### src/rtl/spi_pot_pkg.sv
package spi_pot_pkg;

  localparam int BYTE_W = 8;

  typedef enum logic [3:0] {
    OP_RD_WIPER = 4'h9,
    OP_WR_WIPER = 4'hA,
    OP_RD_REG   = 4'hB,
    OP_WR_REG   = 4'hC,
    OP_LOAD     = 4'hD,
    OP_SAVE     = 4'hE
  } op_e;

  typedef struct packed {
    logic known;
    logic has_addr;
    logic has_wdata;
    logic is_read;
  } op_info_t;

  function automatic op_info_t decode_op(input logic [3:0] op);
    op_info_t i;
    i = '0;
    case (op)
      OP_RD_WIPER: i = '{known: 1'b1, has_addr: 1'b0, has_wdata: 1'b0, is_read: 1'b1};
      OP_WR_WIPER: i = '{known: 1'b1, has_addr: 1'b0, has_wdata: 1'b1, is_read: 1'b0};
      OP_RD_REG:   i = '{known: 1'b1, has_addr: 1'b1, has_wdata: 1'b0, is_read: 1'b1};
      OP_WR_REG:   i = '{known: 1'b1, has_addr: 1'b1, has_wdata: 1'b1, is_read: 1'b0};
      OP_LOAD:     i = '{known: 1'b1, has_addr: 1'b1, has_wdata: 1'b0, is_read: 1'b0};
      OP_SAVE:     i = '{known: 1'b1, has_addr: 1'b1, has_wdata: 1'b0, is_read: 1'b0};
      default:     i = '0;
    endcase
    return i;
  endfunction

  // Whole bytes in a well-formed frame, instruction included.
  function automatic logic [2:0] frame_len(input op_info_t i);
    return 3'd1 + {2'b00, i.has_addr} + {2'b00, (i.has_wdata | i.is_read)};
  endfunction

endpackage

### src/rtl/spi_pot_sync.sv
module spi_pot_sync #(
  parameter int               WIDTH   = 4,
  parameter int               STAGES  = 2,
  parameter logic [WIDTH-1:0] RST_VAL = '0
) (
  input  logic             clk,
  input  logic             rst,
  input  logic [WIDTH-1:0] d,
  output logic [WIDTH-1:0] q
);

  for (genvar g = 0; g < WIDTH; g++) begin : g_bit
    logic [STAGES-1:0] chain;
    always_ff @(posedge clk) begin
      if (rst) chain <= {STAGES{RST_VAL[g]}};
      else     chain <= {chain[STAGES-2:0], d[g]};
    end
    assign q[g] = chain[STAGES-1];
  end

endmodule

### src/rtl/spi_pot_edge.sv
module spi_pot_edge (
  input  logic clk,
  input  logic rst,
  input  logic sck_s,
  input  logic cs_n_s,
  input  logic hold_n_s,
  output logic sck_rise,
  output logic sck_fall,
  output logic cs_rise,
  output logic paused
);

  logic sck_q, cs_q, live;

  always_ff @(posedge clk) begin
    if (rst) begin
      sck_q  <= 1'b0;
      cs_q   <= 1'b1;
      paused <= 1'b0;
    end else begin
      sck_q <= sck_s;
      cs_q  <= cs_n_s;
      if (cs_n_s)      paused <= 1'b0;
      else if (!sck_s) paused <= !hold_n_s;
    end
  end

  assign live     = !cs_n_s && !paused;
  assign sck_rise = live &&  sck_s && !sck_q;
  assign sck_fall = live && !sck_s &&  sck_q;
  assign cs_rise  = cs_n_s && !cs_q;

  p_pause_entry_r7: assert property (@(posedge clk) disable iff (rst)
    $rose(paused) |-> !$past(sck_s));
  p_pause_exit_r7: assert property (@(posedge clk) disable iff (rst)
    $fell(paused) |-> ($past(cs_n_s) || !$past(sck_s)));

endmodule

### src/rtl/spi_pot_frame.sv
module spi_pot_frame
  import spi_pot_pkg::*;
#(
  parameter int BYTE_W = 8,
  parameter int CNT_W  = 3
) (
  input  logic              clk,
  input  logic              rst,
  input  logic              cs_n_s,
  input  logic              si_s,
  input  logic              sck_rise,
  input  logic              cs_rise,
  input  logic [1:0]        strap,
  output logic              cmd_valid,
  output logic              rd_req,
  output logic              rd_phase,
  output logic [3:0]        cmd_op,
  output logic [1:0]        cmd_pot,
  output logic [BYTE_W-1:0] cmd_addr,
  output logic [BYTE_W-1:0] cmd_data
);

  localparam int              BIT_W    = $clog2(BYTE_W);
  localparam logic [BIT_W-1:0] BIT_LAST = BIT_W'(BYTE_W - 1);
  localparam logic [BIT_W-1:0] BIT_ONE  = BIT_W'(1);
  localparam logic [CNT_W-1:0] CNT_MAX  = {CNT_W{1'b1}};
  localparam logic [CNT_W-1:0] CNT_ONE  = CNT_W'(1);

  logic [BYTE_W-2:0] shreg;
  logic [BIT_W-1:0]  bit_cnt;
  logic [CNT_W-1:0]  byte_cnt;
  logic              accepted;
  logic [BYTE_W-1:0] byte_in;
  logic              byte_done;
  op_info_t          info, new_info;
  logic [CNT_W-1:0]  exp_len;
  logic              match;

  assign byte_in   = {shreg, si_s};
  assign byte_done = sck_rise && (bit_cnt == BIT_LAST);
  assign info      = decode_op(cmd_op);
  assign new_info  = decode_op(byte_in[BYTE_W-1:BYTE_W-4]);
  assign exp_len   = CNT_W'(frame_len(info));
  assign match     = new_info.known && (byte_in[3:2] == strap);

  always_ff @(posedge clk) begin
    if (rst) begin
      shreg     <= '0;
      bit_cnt   <= '0;
      byte_cnt  <= '0;
      accepted  <= 1'b0;
      rd_phase  <= 1'b0;
      cmd_valid <= 1'b0;
      rd_req    <= 1'b0;
      cmd_op    <= '0;
      cmd_pot   <= '0;
      cmd_addr  <= '0;
      cmd_data  <= '0;
    end else begin
      cmd_valid <= 1'b0;
      rd_req    <= 1'b0;
      if (cs_rise)
        cmd_valid <= accepted && info.known && !info.is_read &&
                     (bit_cnt == '0) && (byte_cnt == exp_len);
      if (cs_n_s) begin
        bit_cnt  <= '0;
        byte_cnt <= '0;
        accepted <= 1'b0;
        rd_phase <= 1'b0;
      end else if (sck_rise) begin
        shreg   <= byte_in[BYTE_W-2:0];
        bit_cnt <= byte_done ? '0 : bit_cnt + BIT_ONE;
        if (byte_done) begin
          if (byte_cnt != CNT_MAX) byte_cnt <= byte_cnt + CNT_ONE;
          if (byte_cnt == '0) begin
            accepted <= match;
            if (match) begin
              cmd_op   <= byte_in[BYTE_W-1:BYTE_W-4];
              cmd_pot  <= byte_in[1:0];
              cmd_addr <= '0;
              cmd_data <= '0;
              if (new_info.is_read && !new_info.has_addr) begin
                rd_req   <= 1'b1;
                rd_phase <= 1'b1;
              end
            end
          end else if (accepted) begin
            if (byte_cnt == CNT_ONE && info.has_addr) begin
              cmd_addr <= byte_in;
              if (info.is_read) begin
                rd_req   <= 1'b1;
                rd_phase <= 1'b1;
              end
            end else if (info.has_wdata && byte_cnt == exp_len - CNT_ONE) begin
              cmd_data <= byte_in;
            end
          end
        end
      end
    end
  end

  p_cs_high_idle_r4: assert property (@(posedge clk) disable iff (rst)
    cs_n_s |=> (bit_cnt == '0 && byte_cnt == '0 && !rd_phase));
  p_valid_pulse_r8: assert property (@(posedge clk) disable iff (rst)
    cmd_valid |=> !cmd_valid);
  p_valid_after_cs_r8: assert property (@(posedge clk) disable iff (rst)
    cmd_valid |-> $past(cs_rise));
  p_rdreq_pulse_r9: assert property (@(posedge clk) disable iff (rst)
    rd_req |=> !rd_req);
  p_rdreq_needs_select_r4: assert property (@(posedge clk) disable iff (rst)
    rd_req |-> !$past(cs_n_s));

endmodule

### src/rtl/spi_pot_so.sv
module spi_pot_so #(
  parameter int BYTE_W = 8
) (
  input  logic              clk,
  input  logic              rst,
  input  logic              cs_n_s,
  input  logic              paused,
  input  logic              rd_phase,
  input  logic              sck_fall,
  input  logic [BYTE_W-1:0] rd_data,
  output logic              so,
  output logic              so_oe
);

  logic [BYTE_W-1:0] sh;
  logic              loaded;

  always_ff @(posedge clk) begin
    if (rst) begin
      sh     <= '0;
      loaded <= 1'b0;
      so     <= 1'b0;
      so_oe  <= 1'b0;
    end else begin
      so_oe <= !cs_n_s && !paused && (loaded || (rd_phase && sck_fall));
      if (cs_n_s) begin
        loaded <= 1'b0;
        sh     <= '0;
      end else if (sck_fall && rd_phase) begin
        if (!loaded) begin
          so     <= rd_data[BYTE_W-1];
          sh     <= {rd_data[BYTE_W-2:0], 1'b0};
          loaded <= 1'b1;
        end else begin
          so <= sh[BYTE_W-1];
          sh <= {sh[BYTE_W-2:0], 1'b0};
        end
      end
    end
  end

  p_so_on_fall_r2: assert property (@(posedge clk) disable iff (rst)
    !$past(sck_fall) |-> $stable(so));
  p_oe_off_deselect_r3: assert property (@(posedge clk) disable iff (rst)
    cs_n_s |=> !so_oe);
  p_oe_off_pause_r7: assert property (@(posedge clk) disable iff (rst)
    paused |=> !so_oe);

endmodule

### src/rtl/spi_pot_slave.sv
module spi_pot_slave
  import spi_pot_pkg::*;
#(
  parameter int SYNC_STAGES = 2,
  parameter int CNT_W       = 3
) (
  input  logic              clk,
  input  logic              rst,
  input  logic              spi_sck,
  input  logic              spi_cs_n,
  input  logic              spi_si,
  input  logic              spi_hold_n,
  input  logic [1:0]        strap_addr,
  input  logic [BYTE_W-1:0] rd_data,
  output logic              spi_so,
  output logic              spi_so_oe,
  output logic              cmd_valid,
  output logic              rd_req,
  output logic [3:0]        cmd_op,
  output logic [1:0]        cmd_pot,
  output logic [BYTE_W-1:0] cmd_addr,
  output logic [BYTE_W-1:0] cmd_data
);

  logic [3:0] pins_s;
  logic sck_s, si_s, cs_n_s, hold_n_s;
  logic sck_rise, sck_fall, cs_rise, paused, rd_phase;

  spi_pot_sync #(.WIDTH(4), .STAGES(SYNC_STAGES), .RST_VAL(4'b1100)) u_sync (
    .clk (clk),
    .rst (rst),
    .d   ({spi_hold_n, spi_cs_n, spi_si, spi_sck}),
    .q   (pins_s)
  );
  assign {hold_n_s, cs_n_s, si_s, sck_s} = pins_s;

  spi_pot_edge u_edge (
    .clk      (clk),
    .rst      (rst),
    .sck_s    (sck_s),
    .cs_n_s   (cs_n_s),
    .hold_n_s (hold_n_s),
    .sck_rise (sck_rise),
    .sck_fall (sck_fall),
    .cs_rise  (cs_rise),
    .paused   (paused)
  );

  spi_pot_frame #(.BYTE_W(BYTE_W), .CNT_W(CNT_W)) u_frame (
    .clk       (clk),
    .rst       (rst),
    .cs_n_s    (cs_n_s),
    .si_s      (si_s),
    .sck_rise  (sck_rise),
    .cs_rise   (cs_rise),
    .strap     (strap_addr),
    .cmd_valid (cmd_valid),
    .rd_req    (rd_req),
    .rd_phase  (rd_phase),
    .cmd_op    (cmd_op),
    .cmd_pot   (cmd_pot),
    .cmd_addr  (cmd_addr),
    .cmd_data  (cmd_data)
  );

  spi_pot_so #(.BYTE_W(BYTE_W)) u_so (
    .clk      (clk),
    .rst      (rst),
    .cs_n_s   (cs_n_s),
    .paused   (paused),
    .rd_phase (rd_phase),
    .sck_fall (sck_fall),
    .rd_data  (rd_data),
    .so       (spi_so),
    .so_oe    (spi_so_oe)
  );

  p_no_strobe_in_reset_r11: assert property (@(posedge clk)
    $past(rst) |-> (!cmd_valid && !rd_req && !spi_so_oe));

endmodule

### config.mk
export PLATFORM = sky130hd
export DESIGN_NAME = spi_pot_slave
export DESIGN_NICKNAME = d
export VERILOG_FILES = /design/src/rtl/spi_pot_pkg.sv /design/src/rtl/spi_pot_sync.sv /design/src/rtl/spi_pot_edge.sv /design/src/rtl/spi_pot_frame.sv /design/src/rtl/spi_pot_so.sv /design/src/rtl/spi_pot_slave.sv
export SDC_FILE = /design/constraint.sdc
export NUM_CORES = 1
export LEC_CHECK = 0
export ABC_AREA = 0
export BUFFER_PORTS_ARGS = -buffer_cell sky130_fd_sc_hd__buf_2
export CAP_MARGIN = 15
export CORE_UTILIZATION = 45
export CTS_CLUSTER_SIZE = 24
export DETAILED_ROUTE_END_ITERATION = 8
export PLACE_DENSITY = 0.66
export REMOVE_ABC_BUFFERS = 1
export SYNTH_ARGS = -nofsm -noshare
export SYNTH_HDL_FRONTEND = slang
export SYNTH_SLANG_ARGS = --single-unit
### constraint.sdc
create_clock -name clk -period 2.72 [get_ports clk]
set_input_delay 0.544 -clock clk [delete_from_list [all_inputs] [get_ports clk]]
set_output_delay 0.544 -clock clk [all_outputs]
set_load 0.01 [all_outputs]
==> impl_metrics.py <==
metrics = {
    "critical_path": {
        "path_depth": 9,
        "arrival_ns": 2.94,
        "crit_buf_inv": 1,
        "path_max_fanout": 8,
        "crit_path_end_kind": "flop",
        "r2r-end": "u_frame.cmd_data[3]",
        "r2r.worst_path.cells": 9,
        "critPathLaunch": "u_frame.cmd_op[0]",
        "slowest_delay_ns": 0.59,
        "r2r_slack_ns": 0.03,
        "r2r-start": "u_frame.cmd_op[0]",
        "crit_path_start_kind": "flop",
        "worstPathCellList": "and3b_1 > o21ai_2 > inv_1 > ha_1 > xor2_1 > or3_1 > a211o_1 > a2111o_2 > o32ai_1",
        "crit_slowest_cell": "a2111o_2",
        "worstSetupPathType": "flop to flop",
        "crit_family": "compound AO/OA/AOI/OAI gates",
        "crit_path_end": "u_frame.cmd_data[3]",
        "critical_path_required_ns": 2.97,
    },
    "job": {
        "drv_cap": 0,
    },
    "yosys": {
        "synth_cell_types": 43,
        "synth.top_cell.area_share": 0.450,
        "synth.largest_area_cell": "dfxtp_1",
        "ys_top_cells_by_area": "dfxtp_1, mux2i_1, ha_1",
        "ys_seq_area_frac": 0.450,
        "synth_edf_count": 0,
        "netlist_area_um2": 2670,
        "synthCells": 303,
        "synthFlopType": "dfxtp_1",
        "syn_area_per_cell_um2": 8.81,
        "yosysWarningCount": 0,
        "postSynth.asyncResetShare": 0,
        "synth_seq_cells": 60,
    },
    "route": {
        "routed_via_density": 5.19,
        "routedWlPerCell_um": 13.2,
        "ant_nets": 0,
        "drc": 0,
        "routed_wl_um": 5660,
        "num_vias": 2217,
        "drtPass1Iterations": 4,
        "drtIter0Drc": 107,
    },
    "cells_and_area": {
        "n_antenna_cell": 0,
        "mostFrequentLayoutCells": "dfxtp_1, buf_2, inv_1",
        "post-route-util": 0.587,
        "fin_nets": 377,
        "synthToLayoutAreaGrowth_pct": 23.4,
        "drive_gt1_frac": 0.259,
        "layout_commonest_cell": "dfxtp_1",
    },
    "sta": {
        "fin_hold_ws_ns": 0.386,
        "skew_ns": 0.00546,
        "worst_slew_pin_slew_ns": 0.539,
        "fin_crit_ns": 2.69,
        "hold_violations": 0,
        "setup_viol": 0,
        "finalCritPeriodShare": 0.988,
        "slew_headroom": 0.640,
        "max_freq_mhz": 372,
        "slew_viol_final": 0,
    },
    "die": {
        "rows": 27,
        "floorplan.die_area_um2": 6250,
        "dieWidth_um": 79.0,
        "core_area_um2": 5610,
        "ioPinCount": 42,
        "die_y_um": 79.0,
        "initial_core_util": 0.476,
    },
    "place": {
        "dp_hpwl_um": 3850,
        "gp_congestion": 0.868,
        "io_buffer_count": 41,
    },
    "clock_network": {
        "clk_latency_ns": 0.34,
        "root_buffer": "clkbuf_8",
        "cts_tree": "done",
        "clockBufferDepth": 2,
        "clock_sinks": 60,
        "htreeDepth": 3,
        "cts_made_buffers": 9,
        "clk_pin_slew_worst_paths_ns": 0.06,
    },
    "global_routing": {
        "grt_pass1_wl_um": 9370,
        "grt_max_degree": 30,
        "grt.overflow.total": 0,
        "grt_pass1_vias": 2030,
        "track_usage": 0.198,
        "antenna_found_initial": 0,
    },
    "power_and_ir_drop": {
        "leakagePower_nw": 1.27,
        "power_density_nw_per_um2": 561,
        "peakVddDrop_mv": 0.362,
    },
    "run_status": {
        "status": "finished clean",
    },
    "min_path": {
        "hold_path.class": "input port to flop",
    },
}
flip-flops by register name (all words and copies together), names as in the netlist, 2 cells and up:
name / flops
u_frame.shreg: 7
u_sync.g_bit.chain: 8
u_frame.cmd_pot: 2
u_frame.cmd_data: 8
u_frame.cmd_op: 4
u_so.sh: 7
u_frame.bit_cnt: 3
u_frame.cmd_addr: 8
u_frame.byte_cnt: 3
kinds of logic (layout without fill, tap and decap cells):
logic type,Yosys count,count (layout),share of synthesized area
AND/OR/NAND/NOR,105,105,0.211
AO/OA/AOI/OAI,61,61,0.149
flip-flops,60,60,0.450
buffers and inverters,46,98,0.0684
multiplexers,13,13,0.0487
adder cells (fa/ha/maj),10,10,0.0469
XOR/XNOR,8,8,0.0262
worst min-delay path by stage:
stage | start | cells past startpoint | to
3_5_place_dp | u_sync.g_bit[2].chain[0] | 1 | u_sync.g_bit[2].chain[1]
6_report | spi_cs_n | 2 | u_sync.g_bit[2].chain[0]
5_1_grt | spi_cs_n | 2 | u_sync.g_bit[2].chain[0]
4_1_cts | spi_cs_n | 2 | u_sync.g_bit[2].chain[0]
3_3_place_gp | u_sync.g_bit[3].chain[0] | 1 | u_sync.g_bit[3].chain[1]
2_1_floorplan | u_sync.g_bit[2].chain[0] | 1 | u_sync.g_bit[2].chain[1]
repair_timing:
action	CTS	global route
setup endpoints to repair	8	8
resized for setup	2	11
buffers inserted	0	1
pin swaps	1	9
hold buffers	0	0
worst reg2reg max path, stage by stage, from the launching register on:
cell and delay (ns):
dfxtp_2 0.33, and3b_1 0.20, o21ai_2 0.18, inv_1 0.06, ha_1 0.32, xor2_1 0.16
or3_1 0.33, a211o_1 0.28, a2111o_2 0.59, o32ai_1 0.15
stage by stage:
stage	cell area, µm²	setup slack (ns)	power [mW]	instances	TNS, ns
global route	3290	-0.0350	1.91	427	-0.187
finish	3290	0.0316	1.85	427	0
CTS	3230	0.0120	1.87	426	0
global placement	3000	0.00822	0.944	411	0
floorplan	2580	-0.166	0.921	282	-1.33
detailed placement	3000	-0.0757	0.945	411	-0.535
report_power, final:
| part | internal [mW] | total [mW] | switching (mW) |
|---|---|---|---|
| sequential | 0.885 | 0.888 | 0.00340 |
| clock | 0.587 | 0.922 | 0.335 |
| combinational | 0.0166 | 0.0373 | 0.0208 |
| total | 1.49 | 1.85 | 0.359 |
final cells by class:
type	instances	area [µm²]
tap	72	90.1
sequential	60	1200
multi-input combinational	197	1340
fill	514	2310
clock buffer	12	165
clock inverter	3	68.8
inverter	25	93.8
timing repair buffer	58	333
synthesized netlist by cell type (all sizes together) (4+ instances only):
master / n
nor2b: 10
o21ai: 11
a21oi: 23
dfxtp: 60
nand4: 8
nor3: 5
clkbuf: 16
a211oi: 8
nand2: 24
inv: 25
o32ai: 8
buf: 5
nor4: 4
nor2: 23
ha: 10
xor2: 5
nand2b: 5
mux2i: 13
or2: 5
layer usage:
| layer | up-vias | global-route usage | routed length [µm] |
|---|---|---|---|
| met4 | 0 | 0.0982 | 89 |
| li1 | 1140 | - | - |
| met1 | 1023 | 0.266 | 2800 |
| met5 | - | 0 | 0 |
| met2 | 46 | 0.291 | 2540 |
| met3 | 8 | 0.0517 | 226 |
Note: power is estimated with default switching activity, not from simulation.
